--- src/rtl/scr_pkg.sv ---
package scr_pkg;

   // bit-level sequencer commands (4-bit codes seen by the sequencer)
   typedef enum logic [3:0] {
      CMD_END    = 4'h0,
      CMD_CLK_LO = 4'h2,
      CMD_CLK_HI = 4'h3,
      CMD_DAT_LO = 4'h4,
      CMD_DAT_HI = 4'h5,
      CMD_BIT_0  = 4'h8,
      CMD_BIT_1  = 4'hC,
      CMD_SAMPLE = 4'hD,
      CMD_ACK_LO = 4'hE
   } scr_cmd_e;

   typedef enum logic [2:0] {
      GS_IDLE,
      GS_START,
      GS_ADDR,
      GS_DATA,
      GS_STOP,
      GS_END1,
      GS_END2,
      GS_DONE
   } scr_state_e;

endpackage

--- src/rtl/scr_byte_cmd.sv ---
module scr_byte_cmd
   import scr_pkg::*;
(
   input  logic [3:0] step,
   input  logic [7:0] value,
   input  logic       is_read,
   input  logic       final_rd,
   output logic [3:0] code
);

   logic [2:0] bit_sel;
   assign bit_sel = 3'd7 - step[2:0];

   always_comb begin
      if (step[3]) begin
         if (is_read) code = final_rd ? CMD_BIT_1 : CMD_BIT_0;
         else         code = CMD_ACK_LO;
      end else if (is_read) begin
         code = CMD_SAMPLE;
      end else begin
         code = value[bit_sel] ? CMD_BIT_1 : CMD_BIT_0;
      end
   end

endmodule

--- src/rtl/scr_nibble_packer.sv ---
module scr_nibble_packer #(
   parameter int MEM_BYTES = 64,
   parameter int CNT_W     = 12,
   localparam int AW       = $clog2(MEM_BYTES)
) (
   input  logic             clk,
   input  logic             rst_n,
   input  logic             cmd_valid,
   input  logic [3:0]       cmd_code,
   input  logic             clr,
   output logic             cnt_odd,
   output logic [CNT_W-1:0] cnt,
   output logic             mem_we,
   output logic [AW-1:0]    mem_addr,
   output logic [7:0]       mem_wdata
);

   initial begin
      if (MEM_BYTES < 2) $error("MEM_BYTES must be at least 2");
      if (CNT_W - 1 <= AW) $error("CNT_W too narrow for MEM_BYTES");
   end

   logic [CNT_W-1:0] cnt_q;
   logic [3:0]       low_q;
   logic [CNT_W-2:0] pair_idx;
   logic             in_range;

   assign pair_idx = cnt_q[CNT_W-1:1];
   assign in_range = pair_idx < (CNT_W-1)'(MEM_BYTES);

   always_ff @(posedge clk or negedge rst_n) begin
      if (!rst_n) begin
         cnt_q     <= '0;
         low_q     <= '0;
         mem_we    <= 1'b0;
         mem_addr  <= '0;
         mem_wdata <= '0;
      end else begin
         mem_we <= 1'b0;
         if (clr) begin
            cnt_q <= '0;
         end else if (cmd_valid) begin
            if (!cnt_q[0]) begin
               low_q <= cmd_code;
            end else if (in_range) begin
               mem_we    <= 1'b1;
               mem_addr  <= pair_idx[AW-1:0];
               mem_wdata <= {cmd_code, low_q};
            end
            cnt_q <= cnt_q + 1'b1;
         end
      end
   end

   assign cnt     = cnt_q;
   assign cnt_odd = cnt_q[0];


   pair_write_chk: assert property (@(posedge clk) disable iff (!rst_n)
      mem_we |-> !cnt_q[0]);

endmodule

--- src/rtl/scr_pattern_gen.sv ---
module scr_pattern_gen
   import scr_pkg::*;
#(
   parameter int LEN_W   = 4,
   parameter int MAX_LEN = 4,
   localparam int IW     = (MAX_LEN > 1) ? $clog2(MAX_LEN) : 1
) (
   input  logic                 clk,
   input  logic                 rst_n,
   input  logic                 desc_valid,
   output logic                 desc_ready,
   input  logic [6:0]           desc_addr,
   input  logic                 desc_rd,
   input  logic [LEN_W-1:0]     desc_len,
   input  logic [MAX_LEN*8-1:0] desc_wdata,
   input  logic                 desc_last,
   input  logic                 desc_void,
   input  logic                 cnt_odd,
   output logic                 cmd_valid,
   output logic [3:0]           cmd_code,
   output logic                 done,
   output logic                 clr
);

   initial begin
      if (MAX_LEN < 2) $error("MAX_LEN must be at least 2");
      if (MAX_LEN >= (1 << LEN_W)) $error("LEN_W too narrow for MAX_LEN");
   end

   scr_state_e           state_q;
   logic [3:0]           step_q;
   logic [LEN_W-1:0]     idx_q;
   logic [LEN_W-1:0]     len_q;
   logic [7:0]           addr_byte_q;
   logic                 rd_q;
   logic                 last_q;
   logic                 any_msg_q;
   logic [MAX_LEN*8-1:0] wdata_q;
   logic [7:0]           wbytes [MAX_LEN];

   for (genvar gi = 0; gi < MAX_LEN; gi++) begin : g_unpack
      assign wbytes[gi] = wdata_q[gi*8 +: 8];
   end

   logic       accept;
   logic       byte_end;
   logic       msg_end;
   logic [7:0] cur_byte;
   logic       cur_read;
   logic       final_byte;
   logic [3:0] byte_code;

   assign desc_ready = (state_q == GS_IDLE);
   assign accept     = desc_valid && desc_ready;
   assign final_byte = (idx_q + LEN_W'(1)) == len_q;
   assign byte_end   = step_q == 4'd8;
   assign cur_byte   = (state_q == GS_ADDR) ? addr_byte_q : wbytes[idx_q[IW-1:0]];
   assign cur_read   = (state_q == GS_DATA) && rd_q;
   assign msg_end    = byte_end && (((state_q == GS_ADDR) && (len_q == '0)) ||
                                    ((state_q == GS_DATA) && final_byte));

   scr_byte_cmd u_byte (
      .step     (step_q),
      .value    (cur_byte),
      .is_read  (cur_read),
      .final_rd (final_byte),
      .code     (byte_code)
   );

   always_comb begin
      cmd_valid = 1'b0;
      cmd_code  = CMD_END;
      unique case (state_q)
         GS_START: begin
            cmd_valid = 1'b1;
            case (step_q[1:0])
               2'd0:    cmd_code = CMD_DAT_HI;
               2'd1:    cmd_code = CMD_CLK_HI;
               2'd2:    cmd_code = CMD_DAT_LO;
               default: cmd_code = CMD_CLK_LO;
            endcase
         end
         GS_ADDR, GS_DATA: begin
            cmd_valid = 1'b1;
            cmd_code  = byte_code;
         end
         GS_STOP: begin
            cmd_valid = 1'b1;
            case (step_q[1:0])
               2'd0:    cmd_code = CMD_DAT_LO;
               2'd1:    cmd_code = CMD_CLK_HI;
               default: cmd_code = CMD_DAT_HI;
            endcase
         end
         GS_END1: cmd_valid = 1'b1;
         GS_END2: cmd_valid = cnt_odd;
         default: ;
      endcase
   end

   assign done = (state_q == GS_DONE);
   assign clr  = done;

   always_ff @(posedge clk or negedge rst_n) begin
      if (!rst_n) begin
         state_q     <= GS_IDLE;
         step_q      <= '0;
         idx_q       <= '0;
         len_q       <= '0;
         addr_byte_q <= '0;
         rd_q        <= 1'b0;
         last_q      <= 1'b0;
         any_msg_q   <= 1'b0;
         wdata_q     <= '0;
      end else begin
         unique case (state_q)
            GS_IDLE: if (accept) begin
               step_q <= '0;
               idx_q  <= '0;
               if (desc_void) begin
                  if (desc_last) state_q <= any_msg_q ? GS_STOP : GS_DONE;
               end else begin
                  addr_byte_q <= {desc_addr, desc_rd};
                  rd_q        <= desc_rd;
                  last_q      <= desc_last;
                  wdata_q     <= desc_wdata;
                  any_msg_q   <= 1'b1;
                  len_q       <= (!desc_rd && desc_len > LEN_W'(MAX_LEN)) ?
                                 LEN_W'(MAX_LEN) : desc_len;
                  state_q     <= GS_START;
               end
            end
            GS_START: begin
               step_q <= step_q + 1'b1;
               if (step_q == 4'd3) begin
                  step_q  <= '0;
                  state_q <= GS_ADDR;
               end
            end
            GS_ADDR, GS_DATA: begin
               step_q <= step_q + 1'b1;
               if (byte_end) begin
                  step_q <= '0;
                  if (msg_end) begin
                     state_q <= last_q ? GS_STOP : GS_IDLE;
                  end else if (state_q == GS_ADDR) begin
                     idx_q   <= '0;
                     state_q <= GS_DATA;
                  end else begin
                     idx_q <= idx_q + 1'b1;
                  end
               end
            end
            GS_STOP: begin
               step_q <= step_q + 1'b1;
               if (step_q == 4'd2) begin
                  step_q  <= '0;
                  state_q <= GS_END1;
               end
            end
            GS_END1: state_q <= GS_END2;
            GS_END2: state_q <= GS_DONE;
            GS_DONE: begin
               any_msg_q <= 1'b0;
               state_q   <= GS_IDLE;
            end
            default: state_q <= GS_IDLE;
         endcase
      end
   end


   busy_not_ready_chk: assert property (@(posedge clk) disable iff (!rst_n)
      cmd_valid |-> !desc_ready);

endmodule

--- src/rtl/i2c_script_enc.sv ---
module i2c_script_enc #(
   parameter int MEM_BYTES = 64,
   parameter int CNT_W     = 12,
   parameter int LEN_W     = 4,
   parameter int MAX_LEN   = 4,
   localparam int AW       = $clog2(MEM_BYTES)
) (
   input  logic                 clk,
   input  logic                 rst_n,
   input  logic                 desc_valid,
   output logic                 desc_ready,
   input  logic [6:0]           desc_addr,
   input  logic                 desc_rd,
   input  logic [LEN_W-1:0]     desc_len,
   input  logic [MAX_LEN*8-1:0] desc_wdata,
   input  logic                 desc_last,
   input  logic                 desc_void,
   output logic                 mem_we,
   output logic [AW-1:0]        mem_addr,
   output logic [7:0]           mem_wdata,
   output logic                 done,
   output logic [CNT_W-1:0]     cmd_count
);

   logic       cmd_valid;
   logic [3:0] cmd_code;
   logic       cnt_odd;
   logic       clr;

   scr_pattern_gen #(.LEN_W(LEN_W), .MAX_LEN(MAX_LEN)) u_gen (
      .clk        (clk),
      .rst_n      (rst_n),
      .desc_valid (desc_valid),
      .desc_ready (desc_ready),
      .desc_addr  (desc_addr),
      .desc_rd    (desc_rd),
      .desc_len   (desc_len),
      .desc_wdata (desc_wdata),
      .desc_last  (desc_last),
      .desc_void  (desc_void),
      .cnt_odd    (cnt_odd),
      .cmd_valid  (cmd_valid),
      .cmd_code   (cmd_code),
      .done       (done),
      .clr        (clr)
   );

   scr_nibble_packer #(.MEM_BYTES(MEM_BYTES), .CNT_W(CNT_W)) u_pack (
      .clk       (clk),
      .rst_n     (rst_n),
      .cmd_valid (cmd_valid),
      .cmd_code  (cmd_code),
      .clr       (clr),
      .cnt_odd   (cnt_odd),
      .cnt       (cmd_count),
      .mem_we    (mem_we),
      .mem_addr  (mem_addr),
      .mem_wdata (mem_wdata)
   );


   even_total_chk: assert property (@(posedge clk) disable iff (!rst_n)
      done |-> !cmd_count[0]);


   done_blocks_desc_chk: assert property (@(posedge clk) disable iff (!rst_n)
      done |-> !desc_ready);


   count_restart_chk: assert property (@(posedge clk) disable iff (!rst_n)
      done |=> (cmd_count == '0));

endmodule

--- config.mk ---
export PLATFORM = sky130hd
export DESIGN_NAME = i2c_script_enc
export DESIGN_NICKNAME = d
export VERILOG_FILES = /design/src/rtl/scr_pkg.sv /design/src/rtl/scr_byte_cmd.sv /design/src/rtl/scr_nibble_packer.sv /design/src/rtl/scr_pattern_gen.sv /design/src/rtl/i2c_script_enc.sv
export SDC_FILE = /design/constraint.sdc
export NUM_CORES = 1
export LEC_CHECK = 0
export ABC_AREA = 1
export CORE_MARGIN = 8
export CORE_UTILIZATION = 40
export DETAILED_ROUTE_END_ITERATION = 12
export SLEW_MARGIN = 10
export SYNTH_ARGS = -nofsm -noshare
export SYNTH_HDL_FRONTEND = slang
export SYNTH_HIERARCHICAL = 1
export SYNTH_SLANG_ARGS = --single-unit
export TNS_END_PERCENT = 10
--- constraint.sdc ---
create_clock -name clk -period 5.19 [get_ports clk]
set_input_delay 1.038 -clock clk [delete_from_list [all_inputs] [get_ports clk]]
set_output_delay 1.038 -clock clk [all_outputs]
set_load 0.01 [all_outputs]
==> flow_summary.ini <==
[setup_path]
critPathMaxStageDelay_ns = 0.64
critical-path-top-delay-family = buffers and inverters
crit_chain = nand2_1 -> nor2_1 -> clkdlybuf4s50_1
start_kind = flop
path_max_fanout = 5
endpoint = done
r2r_cells = 10
r2r_start = u_gen/state_q[0]
cp.depth = 3
cp.buffers_inverters = 1
crit_type = reg2out
critPathCaptureType = primary output
crit_path_start = u_gen/state_q[2]
required_ns = 4.15
slowest_stage = clkdlybuf4s50_1
cp.arrival_ns = 2.02
timing.rr.end = u_pack/mem_addr[4]
reg2reg_slack_ns = 2.56

[power_and_ir_drop]
seqPwrFrac = 0.370
clock_power_share = 0.198
cellLeakagePower_nw = 2.88
power_density_nw_per_um2 = 582
internal_power_w = 0.00199
sw_frac_of_total = 0.406
pwr-share-comb = 0.432
ir_drop_mv = 0.344
p_sw_w = 0.00136

[drt]
wl_mm = 11.3
route.detailed.wl_per_inst_um = 13.6
drt_first_pass_iters = 4
postRouteAntennaNets = 0
drt-vias-per-instance = 4.85
drt_iter0_markers = 307
num_vias = 4041
drcViolationCount = 0

[floorplanning]
dieArea_sq_um = 15200
io_pins = 78
core_area_sq_um = 11300
start_util = 0.407
die_h_um = 123
num_rows = 39
die_w_um = 123

[global_routing]
top_usage_layer = met2
grt_pass1_vias = 4056
gr-usage-met3 = 0.0274
grt_use_met2 = 0.264
met1_usage = 0.194
grt_use_total = 0.155
antenna_found_initial = 0
grt_max_degree = 46
grt_pass1_wl_mm = 19.0
grt_overflow = 0

[synth]
postSynthAreaPerCell_sq_um = 7.48
yosysSeqAreaShare = 0.478
yosysMostFrequentCell = nand2_1
synth_common_cells = 238 x nand2_1, 88 x dfrtp_1, 64 x nor2_1, 49 x inv_1, 41 x nand3_1
yosysUniqueCellTypes = 39
synth_seq_cells = 88
synth_edf_count = 0
syn_area_sq_um = 4610
synthArstFlopShare = 1.00
yosysWarnings = 6
dominantRegCellSynth = dfrtp_1
post-synth-top-area-fraction = 0.478
yosysTopAreaCell = dfrtp_1
synth_area_leaders = dfrtp_1 48%, nand2_1 19%, nor2_1 5.2%
syn_inst = 616
synth_nets = 673

[final_layout]
area_growth_pct = 25.1
nets = 743
antenna_cells = 0
fillCellCount = 1136
instances_no_fill = 834
design_area_sq_um = 5770
drive_gt1_frac = 0.0622

[sta]
worst_slack_ns = 2.13
slew_headroom = 0.413
post-route-period-util = 0.590
hold_viol_final = 0
slew_viol_final = 0
timing.setup.tns_ns = 0
skew_ns = 0.00523
rsz0062_at_grt = no
fmax_mhz = 327
tightest_slew_ns = 0.875
fin_crit_ns = 3.06
setup_viol = 0

[clock_tree]
clock-root-buffer = clkbuf_16
clock_path_buffers = 2
htree_num_levels = 3
postCtsHoldBufs = 0
cts-buffers-inserted = 9
clk_latency_ns = 0.34
tritoncts = done
cts_sinks = 88
cts_setup_buffers = 0
clkTransAtPathRegs_ns = 0.07
ctsResizeCount = 0

[place]
placed_cells = 818
port_buffers = 77
place_congestion = 0.849
place_ws_ns = 2.32
dp_hpwl_mm = 8.33
place_area_sq_um = 5460

[status]
status = complete, no violations

[worst_hold_path]
holdCritPathClass = reg2reg
hp-start = u_gen/wdata_q[16]
hold_depth = 2

[run]
drv_cap = 0
## cell families (layout without fill, tap and decap cells)
logic type / after synthesis / after routing / share of synthesized area
XOR/XNOR: 1 / 1 / 0.00190
multiplexers: 4 / 4 / 0.00977
buffers and inverters: 77 / 152 / 0.0716
other: 1 / 1 / 0.000813
AND/OR/NAND/NOR: 369 / 369 / 0.335
AO/OA/AOI/OAI: 68 / 68 / 0.0814
adder cells (fa/ha/maj): 8 / 8 / 0.0217
flip-flops: 88 / 88 / 0.478
## metrics by stage
stage	hold WS [ns]	total power (W)	utilization
floorplan	0.437	0.00221	-
global placement	0.450	0.00268	0.483
detailed placement	0.453	0.00272	0.483
CTS	0.470	0.00339	0.510
global route	0.496	0.00366	0.510
finish	0.468	0.00336	0.510
## metal layers
metal,wire (um),vias up
met3,532,9
met1,5320,1851
met5,0,-
li1,-,2092
met2,5350,89
met4,133,0
## sequential cells by signal (all words and copies together), names as in the netlist, 3 cells and up
| name | count |
|---|---|
| u_gen/addr_byte_q | 8 |
| u_gen/idx_q | 4 |
| u_gen/len_q | 4 |
| u_gen/state_q | 3 |
| u_gen/step_q | 4 |
| u_gen/wdata_q | 32 |
| u_pack/cnt | 12 |
| u_pack/low_q | 4 |
| u_pack/mem_addr | 6 |
| u_pack/mem_wdata | 8 |
## final cells by class
cell class / count / area, sq um / share of cell area
Multi-Input combinational cell: 451 / 2080 / 0.360
Sequential cell: 88 / 2200 / 0.382
Timing Repair Buffer: 80 / 791 / 0.137
Inverter: 56 / 213 / 0.0369
Clock inverter: 6 / 67.6 / 0.0117
Tap cell: 143 / 179 / 0.0310
Clock buffer: 10 / 239 / 0.0414
## worst min path at each step
stage                              to  slack [ns]
floorplan           u_gen/wdata_q[10]        0.44
global placement    u_gen/wdata_q[14]        0.45
detailed placement  u_gen/wdata_q[16]        0.45
CTS                 u_gen/wdata_q[16]        0.47
global route        u_gen/wdata_q[26]        0.50
finish              u_gen/wdata_q[16]        0.47
## power groups by stage
stage,Clock [W],Combinational [W],Sequential (W)
after floorplan,0,0.000988,0.00122
after global placement,0,0.00143,0.00124
after detailed placement,0,0.00146,0.00125
after CTS,0.000679,0.00147,0.00124
after global routing,0.000703,0.00166,0.00129
final,0.000663,0.00145,0.00124
## worst min-delay path: stages, from the launching register on
cell and delay, ns:
dfrtp_1 0.34, nand2_1 0.05, nand2_1 0.04
## cells in the final DEF (no fill, tap or decap), types with 2 or more instances in the layout
cell             synthesis  layout
nor2_1                  64      64
ha_1                     8       8
clkbuf_16                0       9
a21oi_1                 10      10
dfrtp_1                 88      88
o21ai_1                  4       4
o22ai_1                  3       3
nand2_2                  3       3
inv_2                    6       6
o21ai_0                 36      36
nand3b_1                 2       2
inv_1                   49      49
nand4_1                  5       5
clkinvlp_4               0       2
nand2_1                238     238
nand3_1                 41      41
a31oi_1                  7       7
mux2_2                   4       4
clkdlybuf4s50_1          0      76
nor2_4                   3       3
nor3_1                   6       6
o211ai_1                 3       3
buf_4                    6       4
Note: power is estimated with default switching activity, not from simulation.
